==> src/rtl/bcm_pkg.sv <==
package bcm_pkg;
  typedef enum logic [1:0] {
    ST_IDLE   = 2'd0,
    ST_STROBE = 2'd1,
    ST_GAP    = 2'd2,
    ST_HOLD   = 2'd3
  } bcm_state_e;

  localparam logic [1:0] RSP_OK  = 2'b00;
  localparam logic [1:0] RSP_ERR = 2'b01;
  localparam logic [1:0] RSP_EXH = 2'b10;
endpackage

==> src/rtl/bcm_retry_ctr.sv <==
module bcm_retry_ctr #(
  parameter int MAX_RETRY = 3,
  parameter int CW        = 3
) (
  input  logic          clk,
  input  logic          rst,
  input  logic          clr,
  input  logic          inc,
  input  logic          snap,
  input  logic          snap_rty,
  output logic          at_limit,
  output logic [CW-1:0] report
);
  logic [CW-1:0] cnt_q;
  localparam logic [CW-1:0] LIMIT = CW'(MAX_RETRY);

  assign at_limit = (cnt_q == LIMIT);

  always_ff @(posedge clk) begin
    if (rst) begin
      cnt_q  <= '0;
      report <= '0;
    end else begin
      if (clr)      cnt_q <= '0;
      else if (inc) cnt_q <= cnt_q + 1'b1;
      if (snap)     report <= cnt_q + CW'(snap_rty);
    end
  end
endmodule

==> src/rtl/bcm_datapath.sv <==
module bcm_datapath #(
  parameter int ADDR_W = 32,
  parameter int DATA_W = 32,
  parameter int SEL_W  = DATA_W / 8,
  parameter int LSB    = $clog2(SEL_W)
) (
  input  logic                clk,
  input  logic                rst,
  input  logic                load,
  input  logic                capture,
  input  logic [ADDR_W-1:0]   in_addr,
  input  logic [DATA_W-1:0]   in_wdata,
  input  logic [SEL_W-1:0]    in_sel,
  input  logic                in_write,
  input  logic [DATA_W-1:0]   in_rdata,
  output logic [ADDR_W-1:LSB] out_adr,
  output logic [DATA_W-1:0]   out_wdata,
  output logic [SEL_W-1:0]    out_sel,
  output logic                out_we,
  output logic [DATA_W-1:0]   out_rdata
);
  always_ff @(posedge clk) begin
    if (rst) begin
      out_adr   <= '0;
      out_wdata <= '0;
      out_sel   <= '0;
      out_we    <= 1'b0;
      out_rdata <= '0;
    end else begin
      if (load) begin
        out_adr   <= in_addr[ADDR_W-1:LSB];
        out_wdata <= in_wdata;
        out_sel   <= in_sel;
        out_we    <= in_write;
      end
      if (capture) out_rdata <= in_rdata;
    end
  end
endmodule

==> src/rtl/bcm_fsm.sv <==
module bcm_fsm
  import bcm_pkg::*;
(
  input  logic       clk,
  input  logic       rst,
  input  logic       req_valid,
  input  logic       req_lock,
  input  logic       bus_ack,
  input  logic       bus_err,
  input  logic       bus_rty,
  input  logic       at_limit,
  output logic       req_ready,
  output logic       cyc_q,
  output logic       stb_q,
  output logic       lock_q,
  output logic       rsp_valid_q,
  output logic [1:0] rsp_status_q,
  output logic       load,
  output logic       capture,
  output logic       rty_inc,
  output logic       snap,
  output logic       snap_rty
);
  bcm_state_e state_q;
  logic       hold_q;
  logic       accept, t_err, t_rty, t_ack, finish;
  logic [1:0] fin_status;

  always_comb begin
    req_ready  = (state_q == ST_IDLE) || (state_q == ST_HOLD);
    accept     = req_valid && req_ready;
    t_err      = stb_q && bus_err;
    t_rty      = stb_q && !bus_err && bus_rty;
    t_ack      = stb_q && !bus_err && !bus_rty && bus_ack;
    finish     = t_err || t_ack || (t_rty && at_limit);
    fin_status = t_err ? RSP_ERR : (t_rty ? RSP_EXH : RSP_OK);
    load       = accept;
    capture    = t_ack;
    rty_inc    = t_rty && !at_limit;
    snap       = finish;
    snap_rty   = t_rty;
  end

  always_ff @(posedge clk) begin
    if (rst) begin
      state_q      <= ST_IDLE;
      cyc_q        <= 1'b0;
      stb_q        <= 1'b0;
      lock_q       <= 1'b0;
      hold_q       <= 1'b0;
      rsp_valid_q  <= 1'b0;
      rsp_status_q <= RSP_OK;
    end else begin
      rsp_valid_q <= 1'b0;
      unique case (state_q)
        ST_IDLE, ST_HOLD: begin
          if (accept) begin
            state_q <= ST_STROBE;
            cyc_q   <= 1'b1;
            stb_q   <= 1'b1;
            lock_q  <= req_lock;
            hold_q  <= req_lock;
          end
        end
        ST_STROBE: begin
          if (finish) begin
            rsp_valid_q  <= 1'b1;
            rsp_status_q <= fin_status;
            stb_q        <= 1'b0;
            if (hold_q) begin
              state_q <= ST_HOLD;
            end else begin
              state_q <= ST_IDLE;
              cyc_q   <= 1'b0;
              lock_q  <= 1'b0;
            end
          end else if (t_rty) begin
            state_q <= ST_GAP;
            stb_q   <= 1'b0;
          end
        end
        ST_GAP: begin
          state_q <= ST_STROBE;
          stb_q   <= 1'b1;
        end
        default: state_q <= ST_IDLE;
      endcase
    end
  end
endmodule

==> src/rtl/bus_cycle_master.sv <==
module bus_cycle_master #(
  parameter int ADDR_W    = 32,
  parameter int DATA_W    = 32,
  parameter int MAX_RETRY = 3,
  localparam int SEL_W    = DATA_W / 8,
  localparam int LSB      = $clog2(SEL_W),
  localparam int RCNT_W   = $clog2(MAX_RETRY + 2)
) (
  input  logic                clk,
  input  logic                rst,
  input  logic                req_valid,
  output logic                req_ready,
  input  logic [ADDR_W-1:0]   req_addr,
  input  logic [DATA_W-1:0]   req_wdata,
  input  logic [SEL_W-1:0]    req_sel,
  input  logic                req_write,
  input  logic                req_lock,
  output logic                rsp_valid,
  output logic [1:0]          rsp_status,
  output logic [DATA_W-1:0]   rsp_rdata,
  output logic [RCNT_W-1:0]   rsp_retries,
  output logic                bus_cyc,
  output logic                bus_stb,
  output logic                bus_we,
  output logic                bus_lock,
  output logic [ADDR_W-1:LSB] bus_adr,
  output logic [SEL_W-1:0]    bus_sel,
  output logic [DATA_W-1:0]   bus_dat_o,
  input  logic [DATA_W-1:0]   bus_dat_i,
  input  logic                bus_ack,
  input  logic                bus_err,
  input  logic                bus_rty
);
  logic load, capture, rty_inc, snap, snap_rty, at_limit;

  bcm_fsm u_fsm (
    .clk          (clk),
    .rst          (rst),
    .req_valid    (req_valid),
    .req_lock     (req_lock),
    .bus_ack      (bus_ack),
    .bus_err      (bus_err),
    .bus_rty      (bus_rty),
    .at_limit     (at_limit),
    .req_ready    (req_ready),
    .cyc_q        (bus_cyc),
    .stb_q        (bus_stb),
    .lock_q       (bus_lock),
    .rsp_valid_q  (rsp_valid),
    .rsp_status_q (rsp_status),
    .load         (load),
    .capture      (capture),
    .rty_inc      (rty_inc),
    .snap         (snap),
    .snap_rty     (snap_rty)
  );

  bcm_retry_ctr #(.MAX_RETRY(MAX_RETRY), .CW(RCNT_W)) u_retry (
    .clk      (clk),
    .rst      (rst),
    .clr      (load),
    .inc      (rty_inc),
    .snap     (snap),
    .snap_rty (snap_rty),
    .at_limit (at_limit),
    .report   (rsp_retries)
  );

  bcm_datapath #(.ADDR_W(ADDR_W), .DATA_W(DATA_W), .SEL_W(SEL_W), .LSB(LSB)) u_dp (
    .clk       (clk),
    .rst       (rst),
    .load      (load),
    .capture   (capture),
    .in_addr   (req_addr),
    .in_wdata  (req_wdata),
    .in_sel    (req_sel),
    .in_write  (req_write),
    .in_rdata  (bus_dat_i),
    .out_adr   (bus_adr),
    .out_wdata (bus_dat_o),
    .out_sel   (bus_sel),
    .out_we    (bus_we),
    .out_rdata (rsp_rdata)
  );
endmodule

==> config.mk <==
export PLATFORM = sky130hd
export DESIGN_NAME = bus_cycle_master
export DESIGN_NICKNAME = d
export VERILOG_FILES = /design/src/rtl/bcm_pkg.sv /design/src/rtl/bcm_retry_ctr.sv /design/src/rtl/bcm_datapath.sv /design/src/rtl/bcm_fsm.sv /design/src/rtl/bus_cycle_master.sv
export SDC_FILE = /design/constraint.sdc
export NUM_CORES = 1
export LEC_CHECK = 0
export ABC_AREA = 1
export BUFFER_PORTS_ARGS = -buffer_cell sky130_fd_sc_hd__buf_2
export CORE_MARGIN = 2
export CORE_UTILIZATION = 45
export DETAILED_ROUTE_END_ITERATION = 10
export PLACE_DENSITY = 0.76
export SLEW_MARGIN = 20
export SYNTH_ARGS = -nofsm -noshare
export SYNTH_HDL_FRONTEND = slang
export SYNTH_SLANG_ARGS = --single-unit
==> constraint.sdc <==
create_clock -name clk -period 1.6 [get_ports clk]
set_input_delay 0.24 -clock clk [delete_from_list [all_inputs] [get_ports clk]]
set_output_delay 0.24 -clock clk [all_outputs]
set_load 0.01 [all_outputs]
# == After elaboration in Yosys (flattened, before gate mapping) ==
# Index checks and enable logic that the tools add are counted.
# word_totals
ff_bits,114
out_inout_bits,109
wordCells,65
# op_classes
add_sub_neg,2
eq_ne,8
n_mux,17
bitwise,1
reduce_logical,23
# op_table
operator,n
$mux W2,6
$logic_and A1 B1 Y1,8
$mux W1,7
$ne A2 B2 Y1 const B,3
$pmux W2 S3,1
$reduce_and A2 Y1,3
$reduce_or A2 Y1,3
$eq A2 B2 Y1 const B,2
$pmux W1 S2,2
$reduce_and A4 Y1,1
$add A3 B1 Y3,1
$add A3 B1 Y3 const B,1
$eq A3 B2 Y1 const B,1
$logic_not A1 Y1,3
$logic_or A1 B1 Y1,3
$ne A3 B2 Y1 const B,1
$pmux W1 S3,1
$eq A2 B1 Y1 const B,1
$logic_not A2 Y1,1
$reduce_bool A2 Y1,1
$not A1 Y1,1

# == Logic depth before layout (Yosys ltp) ==
# Gate-level depths: netlist (run 1).
# logic_depth
word_depth,8
ltp_mapped,9
ltp_nobuf,8

# == By module ==
# A second synthesis (run 1) with hierarchy kept.
# hier_totals
hier_cells,733
hier_area_um2,4813.4
# modules_own_cells
mod,n_inst,cells_each,area_per_inst_um2,seq_area_each_um2
bcm_datapath,1,627,4048.9,1981.9
bcm_fsm,1,68,476.7,180.2
bcm_retry_ctr,1,38,287.8,120.1

# == Least setup slack after synthesis (run 1) ==
# Ideal clock, no wire load.
# synth_timing
path_kind,flip-flop to flip-flop
start,reg u_fsm.state_q[1]
end,reg u_dp.out_adr[10] in the netlist's numbering
setup_ns,0.064
arrival_ns,1.359
slack_ns,0.177
path_stages_with_launch,8
period_less_slack_ns,1.423
cell_sequence,dfxtp_1 inv_1 ha_1 nand2_2 clkbuf_2 clkbuf_1 o21ai_0 nor2_1
# synth_via
elab_chain_len,3
# synth_lines
item,line,text
start: declaration,bcm_fsm.sv:24,bcm_state_e state_q;
start signal: assignment,bcm_fsm.sv:46,state_q <= ST_IDLE;
start signal: assignment,bcm_fsm.sv:58,state_q <= ST_STROBE;
start signal: assignment,bcm_fsm.sv:71,state_q <= ST_HOLD;
$eq A2 B2 Y1 / $logic_not A2 Y1 (equally long branches),bcm_fsm.sv:30,req_ready = (state_q == ST_IDLE) || (state_q == ST_HOLD);
$logic_or A1 B1 Y1 *,bcm_fsm.sv:30,
via req_ready,bus_cycle_master.sv:12,"output logic req_ready,"
$logic_and A1 B1 Y1 *,bcm_fsm.sv:31,accept = req_valid && req_ready;
end signal: assignment,bcm_datapath.sv:31,out_adr <= in_addr[ADDR_W-1:LSB];
end: declaration,bcm_datapath.sv:16,"output logic [ADDR_W-1:LSB] out_adr,"
# Mark *: on every way through the listed nets, which the timed path passes. The rest lies on a longest branch.
# A chain may end at the register's enable or synchronous reset.

# == Worst setup path after layout (run 1) ==
# layout_timing
start,reg u_fsm.state_q[1]
end,out req_ready
# layout_via
elab_chain_len,2
# layout_lines
item,line
$eq A2 B2 Y1 / $logic_not A2 Y1 (equally long branches),bcm_fsm.sv:30
$logic_or A1 B1 Y1 *,bcm_fsm.sv:30
end: declaration,bus_cycle_master.sv:12
# Mark *: on every way between the ends. The rest lies on a longest branch, timed or not.

==> out/qor.yml, run 1 <==
yosys:
  yosysTopAreaCell: "dfxtp_1"
  synth_area_um2: 4140
  synth.avg_cell_area_um2: 7.83
  yosysWarnings: 0
  synth_cell_types: 24
  yosys-top-cells-area: "dfxtp_1 55%, nor2_1 19%, o21ai_0 12%, clkbuf_1 1.9%, nand2_1 1.6%"
  synth_seq_area_share: 0.551
  synth_cells: 529
  synth_top_cell_area_share: 0.551
  ys_ff_latch: 114
  synth_nets: 642
sta:
  fin_ws_ns: 0.0563
  slew_headroom: 0.716
  period_share: 0.965
  setup_viol: 0
  clock.fmax_mhz: 648
  finalHoldViolations: 0
  period_needed_ns: 1.54
  report.final.slew_viol_count: 0
  tightestPinTransition_ns: 0.425
  skew_ns: 0.0101
worst_setup_path:
  r2r_setup_slack_ns: 0.08
  crit_type: "register to output port"
  cp.required_ns: 1.36
  r2r_cells: 6
  arrival_ns: 1.30
  crit_fanout: 4
  critPathLaunchType: "register"
  timing.rr.start: "u_fsm.state_q[1]"
  r2r_end: "u_dp.out_wdata[2]"
  crit_path_end_kind: "output port"
worst_hold_path:
  worst_hold_path.endpoint: "u_dp.out_rdata[23]"
  hold_path_class: "input port to register"
  min_path_cells: 3
  hold_start: "bus_dat_i[23]"
cts:
  cts_tree: "done"
  cts.sinks: 114
  clk_latency_ns: 0.51
  numCtsBuffers: 17
  htreeDepth: 4
  cts.clk_slew.worst_paths_ns: 0.06
  cts_root_buf: "clkbuf_8"
  clock_path_buffers: 2
power_and_ir_drop:
  vdd_drop_max_mv: 0.876
  p_leak_nw: 3.30
  power_mw: 11.0
  power_density_nw_per_um2: 1620
layout:
  diodes: 0
  final_common_cell: "buf_2"
  final_cell_mix: "214 x buf_2, 209 x nor2_1, 112 x dfxtp_1"
  area_growth_pct: 64.3
  final_layout_size_suffix_gt1_frac: 0.323
  nNetsFinal: 946
  postLayoutCoreUtil: 0.751
grt:
  grt_overflow: 0
  antenna_found_initial: 0
  grt_usage: 0.271
  grt_pass1_wl_mm: 21.4
  grt_pass1_vias: 4705
  grt_max_degree: 66
route:
  wl_mm: 13.7
  vias_per_cell: 5.00
  drtAntennaViolNets: 0
  wl_per_cell_um: 14.3
  drtPass1Iterations: 6
  route.detailed.drc: 0
  vias: 4788
  first_iter_violations: 189
floorplanning:
  die_y_um: 100
  core_area_um2: 9060
  start_util: 0.457
  ioPinCount: 217
  rows: 35
  dieArea_um2: 9990
  die_x_um: 100
placement:
  dp_hpwl_mm: 7.48
  dp_slack_ns: 0.0503
  gp_congestion: 0.792
  port_buffers: 214
flow_run:
  drv_cap: 0
run_status:
  outcome: "finished, final reports clean"
[layer usage]
metal / share of wire / up-vias / GRT usage
met5: 0 / - / 0
met4: 0.030 / 0 / 0.133
met3: 0.081 / 46 / 0.0877
met2: 0.50 / 234 / 0.479
met1: 0.39 / 2200 / 0.292
li1: - / 2308 / -
[power by group]
part	internal (mW)	switching, mW
registers	3.55	0.370
logic	1.42	2.17
clock network	2.21	1.33
[state kept, by name, summed over array words and instances (netlist names)]
| signal | count |
|---|---|
| u_dp.out_adr | 30 |
| u_fsm.rsp_valid_q | 1 |
| u_dp.out_we | 1 |
| u_dp.out_sel | 4 |
| u_fsm.cyc_q | 1 |
| u_dp.out_rdata | 32 |
| u_fsm.lock_q | 1 |
| u_retry.cnt_q | 3 |
| u_retry.report | 3 |
| u_fsm.state_q | 2 |
| u_dp.out_wdata | 32 |
| u_fsm.stb_q | 1 |
| u_fsm.hold_q | 1 |
| u_fsm.rsp_status_q | 2 |
[synth_stat cells]
library cell and number:
buf_6 4, nand3_2 1, nor2_1 209, buf_2 5
nand3_4 1, nand2_2 3, inv_2 4, a21boi_1 1
clkbuf_2 2, inv_1 14, o21ai_2 1, o21ai_1 6
o21ai_0 101, nand4_2 1, nand4_1 2, clkbuf_1 21
a21oi_1 9, nand2_1 18, ha_1 5, xnor2_1 1
or2_0 1, dfxtp_1 114, nor2_4 2, nand3_1 3
[logic make-up after synthesis]
| group | Yosys count | share of synthesized area |
|---|---|---|
| flip-flops | 114 | 0.551 |
| adder cells (fa/ha/maj) | 5 | 0.0151 |
| AND/OR/NAND/NOR | 241 | 0.233 |
| XOR/XNOR | 1 | 0.00211 |
| buffers and inverters | 50 | 0.0546 |
| AO/OA/AOI/OAI | 118 | 0.144 |
[through the flow]
step / instances / hold slack, ns / TNS [ns] / area, um2
finish: 957 / 0.0127 / 0 / 6810
global route: 957 / 0.0193 / -0.0322 / 6810
CTS: 956 / 0.000382 / 0 / 6790
detailed placement: 832 / 0.453 / 0 / 5300
global placement: 832 / 0.446 / 0 / 5300
floorplan: 529 / 0.309 / 0 / 4140
[timing repair]
action                                  4_1_cts  5_1_grt
gates resized for setup                       1        4
endpoints found under the setup margin        1       20
buffers inserted                              0        0
pin swaps                                     0        3
hold buffers                                 92        0
cloned                                        0        1
endpoints found under the hold margin        95        0
[layout make-up]
type	count	area [um2]
clock buffer	19	422
clock inverter	13	138
fill	608	2260
inverter	18	67.6
multi-input combinational	366	1660
sequential	114	2280
tap	111	139
timing repair buffer	316	2100
[critical path, stage by stage, from the launching register on]
cell	delay, ns
dfxtp_1	0.31
inv_1	0.07
ha_4	0.29
buf_2	0.13
[worst max path at each step]
stage,slack [ns],startpoint,depth (start not counted),end
after floorplan,0.18,u_fsm.state_q[1],7,u_dp.out_adr[10]
after detailed placement,0.05,u_fsm.state_q[1],7,u_dp.out_adr[20]
after global placement,0.11,u_retry.cnt_q[0],8,u_fsm.state_q[0]
final,0.06,u_fsm.state_q[1],3,req_ready
after CTS,0.04,u_fsm.state_q[1],3,req_ready
after global routing,-0.02,u_retry.cnt_q[0],6,u_retry.report[0]
Note: power is estimated with default switching activity, not from simulation.
==> run 2, diff against run 1 <==
--- a/config.mk
+++ b/config.mk
@@ -6,7 +6,7 @@
 export NUM_CORES = 1
 export LEC_CHECK = 0
 export ABC_AREA = 1
-export BUFFER_PORTS_ARGS = -buffer_cell sky130_fd_sc_hd__buf_2
+export BUFFER_PORTS_ARGS = -buffer_cell sky130_fd_sc_hd__clkbuf_2
 export CORE_MARGIN = 2
 export CORE_UTILIZATION = 45
 export DETAILED_ROUTE_END_ITERATION = 10
==> out/qor.yml, run 2 (synthesized netlist as in run 1, its figures left out) <==
worst_setup_path:
  slowest_stage: "buf_4"
  critPathLaunchType: "register"
  crit_fanout: 30
  timing.rr.start: "u_fsm.state_q[1]"
  r2r_setup_slack_ns: 0.06
  r2r_end: "u_dp.out_wdata[25]"
  cpPeakStageDelay_ns: 0.33
  cp_cell_sequence: "inv_1, ha_4, nand2_2, inv_2, buf_4, nor2_1, nor2_1"
  r2r_cells: 7
  crit_start: "u_fsm.state_q[1]"
  cp.required_ns: 2.03
  critPathMostFrequentCell: "nor2_1"
  crit_type: "register to register"
  crit_path_end_kind: "register"
  arrival_ns: 1.98
  crit_end: "u_dp.out_wdata[25]"
sta:
  setup_tns_ns: 0
  clock.fmax_mhz: 648
  setup_viol: 0
  skew_ns: 0.0149
  grt_setup_unrepaired: "true"
  tightestPinTransition_ns: 0.359
  report.final.slew_viol_count: 0
  period_share: 0.965
  finalHoldViolations: 0
  slew_headroom: 0.761
  hold_ws_ns: 0.0139
  period_needed_ns: 1.54
route:
  vias_per_cell: 4.87
  drtPass1Iterations: 5
  wl_per_cell_um: 13.6
  first_iter_violations: 176
  wl_mm: 12.9
  vias: 4616
  route.detailed.drc: 0
  drtAntennaViolNets: 0
floorplanning:
  ioPinCount: 217
  dieArea_um2: 9990
  die_x_um: 100
  start_util: 0.457
  rows: 35
  core_area_um2: 9060
  die_y_um: 100
layout:
  fillers: 634
  area_growth_pct: 63.3
  final_common_cell: "clkbuf_2"
  final_cell_mix: "214 x clkbuf_2, 209 x nor2_1, 112 x dfxtp_1"
  diodes: 0
  nNetsFinal: 937
  final_layout_size_suffix_gt1_frac: 0.327
  top_regs: "u_dp.out_rdata x32, u_dp.out_wdata x32, u_dp.out_adr x30"
flow_run:
  drv_cap: 0
power_and_ir_drop:
  p_clk_frac: 0.332
  switching_share: 0.341
  p_int_mw: 7.40
  p_leak_nw: 3.26
  vdd_drop_max_mv: 0.963
  pwr-share-seq: 0.349
  power_density_nw_per_um2: 1660
  p_sw_mw: 3.84
  combPwrFrac: 0.318
grt:
  grt_usage: 0.254
  grt_overflow: 0
  grt_max_degree: 66
  grt_pass1_wl_mm: 20.2
  antenna_found_initial: 0
  grt_pass1_vias: 4399
placement:
  gp_congestion: 0.794
  dp_hpwl_mm: 7.37
  port_buffers: 214
cts:
  cts.sinks: 114
  cts.clk_slew.worst_paths_ns: 0.06
  cts_tree: "done"
  cts_root_buf: "clkbuf_8"
  clk_latency_ns: 0.50
  clock_path_buffers: 2
  numCtsBuffers: 17
  htreeDepth: 4
worst_hold_path:
  hold_start: "bus_dat_i[23]"
  hold_path_class: "input port to register"
run_status:
  outcome: "finished, final reports clean"
[run 2: changes by cell type in the layout (fill, tap and decap cells not counted), moves of 2 or more]
cell / delta
clkinv_4: +2
buf_2: -214
dlygate4sd3_1: -10
clkinvlp_4: -3
clkbuf_2: +214
[run 2: power groups by stage]
stage / Clock [mW] / Combinational [mW] / Sequential [mW]
floorplan: 0 / 1.68 / 4.24
global placement: 0 / 3.17 / 3.91
detailed placement: 0 / 3.24 / 3.94
CTS: 3.78 / 3.45 / 3.90
global route: 3.92 / 3.99 / 4.00
finish: 3.73 / 3.58 / 3.93
[run 2: repair_timing]
item,in CTS,in global routing
gates resized for setup,1,5
endpoints found under the hold margin,84,0
gates cloned,0,1
hold buffers,82,0
setup buffers,0,1
endpoints found under the setup margin,2,43
pin swaps,0,4
[run 2: critical path, delay by kind of cell (launching register included)]
family        cells  cell delay, ns
simple gates      3            0.35
fa+ha+maj         1            0.29
flops             1            0.30
buf+inv           3            0.52
[run 2: layout make-up]
type	count	area (um2)	share of cell area
multi-input combinational	366	1670	0.246
inverter	18	67.6	0.00999
clock inverter	12	158	0.0233
timing repair buffer	307	2020	0.298
tap	111	139	0.0205
clock buffer	20	435	0.0644
sequential	114	2280	0.338
[run 2: worst min-delay path by stage]
stage	end	slack, ns	depth (start not counted)
detailed placement	u_fsm.rsp_status_q[1]	0.46	2
CTS	u_dp.out_rdata[23]	0.0004	3
floorplan	u_fsm.cyc_q	0.31	1
global route	u_dp.out_adr[27]	0.02	3
global placement	u_fsm.rsp_status_q[0]	0.45	2
finish	u_dp.out_rdata[23]	0.01	3
[run 2: metrics by stage]
| step | instances | util | worst slack [ns] | power [mW] | area, um2 |
|---|---|---|---|---|---|
| 6_report | 948 | 0.746 | 0.0559 | 11.2 | 6770 |
| 5_1_grt | 948 | 0.746 | -0.0400 | 11.9 | 6770 |
| 4_1_cts | 946 | 0.743 | 0.00476 | 11.1 | 6730 |
| 3_5_place_dp | 832 | 0.586 | 0.0710 | 7.18 | 5310 |
| 3_3_place_gp | 832 | 0.586 | 0.103 | 7.08 | 5310 |
| 2_1_floorplan | 529 | - | 0.177 | 5.93 | 4140 |
[run 2: layer usage]
metal | up-vias | global-route usage | share of wire
met5 | - | 0 | 0
met4 | 0 | 0.106 | 0.024
met3 | 29 | 0.0891 | 0.076
met2 | 194 | 0.455 | 0.51
met1 | 2104 | 0.272 | 0.39
li1 | 2289 | - | -
==> run 3, diff against run 2 <==
--- a/config.mk
+++ b/config.mk
@@ -5,7 +5,6 @@
 export SDC_FILE = /design/constraint.sdc
 export NUM_CORES = 1
 export LEC_CHECK = 0
-export ABC_AREA = 1
 export BUFFER_PORTS_ARGS = -buffer_cell sky130_fd_sc_hd__clkbuf_2
 export CORE_MARGIN = 2
 export CORE_UTILIZATION = 45
==> out/qor.yml, run 3 <==
worst_hold_path:
  min_path_cells: 3
  hold_path_class: "input port to register"
  hold_start: "rst"
  worst_hold_path.endpoint: "u_fsm.state_q[1]"
route:
  route.detailed.drc: 0
  drtPass1Iterations: 5
  drtAntennaViolNets: 0
  first_iter_violations: 215
  vias_per_cell: 5.14
  vias: 4927
  wl_per_cell_um: 15.3
  wl_mm: 14.7
sta:
  fin_ws_ns: -0.0178
  period_share: 1.01
  skew_ns: 0.0147
  grt_setup_unrepaired: "true"
  clock.fmax_mhz: 618
  setup_viol: 1
  slew_headroom: 0.514
  report.final.slew_viol_count: 0
  period_needed_ns: 1.62
  setup_tns_ns: -0.0178
  finalHoldViolations: 0
  tightestPinTransition_ns: 0.729
floorplanning:
  start_util: 0.460
  core_area_um2: 9150
  ioPinCount: 217
  die_x_um: 101
  die_y_um: 101
  dieArea_um2: 10100
  rows: 35
power_and_ir_drop:
  p_int_mw: 6.09
  pwr-share-seq: 0.379
  combPwrFrac: 0.187
  power_density_nw_per_um2: 1150
  power_mw: 8.31
  p_clk_frac: 0.434
  switching_share: 0.267
  p_leak_nw: 3.26
  vdd_drop_max_mv: 0.836
  p_sw_mw: 2.22
cts:
  cts.clk_slew.worst_paths_ns: 0.06
  cts_root_buf: "clkbuf_8"
  clk_latency_ns: 0.50
  cts_tree: "done"
  clock_path_buffers: 2
  htreeDepth: 4
  numCtsBuffers: 17
  cts.sinks: 114
yosys:
  yosysTopAreaCell: "dfxtp_1"
  synth_seq_area_share: 0.543
  yosys-top-cells-area: "dfxtp_1 54%, nand2_1 18%, a21oi_1 12%, buf_2 2.1%, ha_1 1.5%"
  synth-edff-count: 0
  ys_ff_latch: 114
  synth_cell_types: 40
  yosys-top-cells-count: "206 x nand2_1, 114 x dfxtp_1, 101 x a21oi_1"
  synth_cells: 516
  synth_top_cell_area_share: 0.543
  synth-main-ff-cell: "dfxtp_1"
  synth_nets: 629
  synth.avg_cell_area_um2: 8.15
  synth.most_common_cell: "nand2_1"
  yosysWarnings: 0
  async_reset_ff_frac: 0
  synth_area_um2: 4210
layout:
  final_layout_size_suffix_gt1_frac: 0.347
  fin_cells: 958
  fin_area_um2: 7210
  fillers: 516
  final_common_cell: "clkbuf_2"
  diodes: 0
  area_growth_pct: 71.3
  nNetsFinal: 947
  final_cell_mix: "213 x clkbuf_2, 205 x nand2_1, 111 x dfxtp_1"
  top_regs: "u_dp.out_rdata x32, u_dp.out_wdata x32, u_dp.out_adr x30"
worst_setup_path:
  crit_type: "register to register"
  arrival_ns: 2.03
  r2r_end: "u_dp.out_adr[9]"
  crit_path_end_kind: "register"
  cp.required_ns: 2.01
  r2r_setup_slack_ns: -0.02
  critPathLaunchType: "register"
  crit_fanout: 21
  timing.rr.start: "u_fsm.state_q[1]"
  r2r_cells: 8
grt:
  grt_pass1_vias: 4803
  grt_pass1_wl_mm: 21.8
  grt_overflow: 0
  grt_max_degree: 69
  antenna_found_initial: 0
  grt_usage: 0.267
placement:
  dp_slack_ns: -0.0515
  dp_cells: 819
  dpl_cell_area_um2: 5410
  dp_hpwl_mm: 7.68
  port_buffers: 214
  gp_congestion: 0.861
run_status:
  outcome: "finished, violations left"
  violations: "setup timing"
flow_run:
  drv_cap: 0
==> run 3: cell types whose count changed after synthesis, moves of 4 or more <==
cell,change
inv_1,-10
mux2i_1,+4
a21oi_1,+92
nand2_1,+188
clkbuf_1,-8
o21ai_1,-6
inv_2,-4
buf_2,+13
o21ai_0,-98
nor2_1,-207
==> run 3: cell families after synthesis <==
kind of cell	count (synthesis)	share of synthesized area
DFF	114	0.543
muxes	4	0.00952
adders and majority gates	5	0.0149
xor gates and xnor gates	2	0.00416
buffers and inverters	43	0.0509
and+or+nand+nor	230	0.225
AOI/OAI and AO/OA	118	0.153
==> run 3: cell type report <==
cell class / instances / area, um2 / area share
clock inverters: 12 / 133 / 0.0184
inverters: 5 / 18.8 / 0.00260
clock buffers: 20 / 445 / 0.0618
repair buffers: 337 / 2390 / 0.332
flip-flops and latches: 114 / 2290 / 0.317
well taps: 111 / 139 / 0.0193
multi-input cells: 359 / 1790 / 0.249
==> run 3: worst max path at each step <==
stage / start / to / slack [ns] / cells after the start
finish: u_fsm.state_q[1] / u_dp.out_adr[9] / -0.02 / 8
global route: u_fsm.state_q[1] / u_dp.out_adr[9] / -0.04 / 8
CTS: u_fsm.state_q[1] / req_ready / -0.003 / 4
detailed placement: u_fsm.state_q[1] / u_fsm.state_q[0] / -0.05 / 5
global placement: u_retry.cnt_q[0] / u_fsm.rsp_status_q[0] / 0.04 / 5
floorplan: u_fsm.state_q[1] / u_fsm.state_q[1] / 0.03 / 5
==> run 3: layer usage <==
layer  vias to the layer above  GRT usage  routed length [um]
li1                       2336          -                   -
met1                      2235      0.303                5400
met2                       303      0.456                7340
met3                        53     0.0874                1520
met4                         0      0.121                 418
met5                         -          0                   0
==> run 3: stage by stage <==
step / utilization / hold WS, ns
after detailed placement: 0.591 / 0.448
after floorplan: - / 0.376
after global placement: 0.591 / 0.441
after CTS: 0.769 / 0.0386
after global routing: 0.787 / 0.0488
final: 0.787 / 0.0424
==> run 3: power groups by stage <==
stage                     Clock, mW  Sequential [mW]  Combinational, mW
final                          3.61             3.15               1.55
after global routing           3.78             3.17               1.68
after CTS                      3.66             3.14               1.35
after detailed placement          0             3.19               1.12
after floorplan                   0             3.27              0.533
after global placement            0             3.18               1.09
==> run 3: critical path, cell delays in order, from the launching register on <==
cell	delay (ns)
dfxtp_2	0.33
inv_2	0.04
ha_4	0.26
buf_6	0.09
buf_4	0.11
and2_4	0.23
clkbuf_16	0.22
nand2_1	0.11
a21oi_2	0.13
==> run 3: repair_timing <==
action	CTS	global route
gates resized for setup	9	13
pin swaps	5	2
buffers inserted	2	0
endpoints found under the setup margin	3	25
endpoints found under the hold margin	100	0
hold buffers	100	0
cloned	0	5
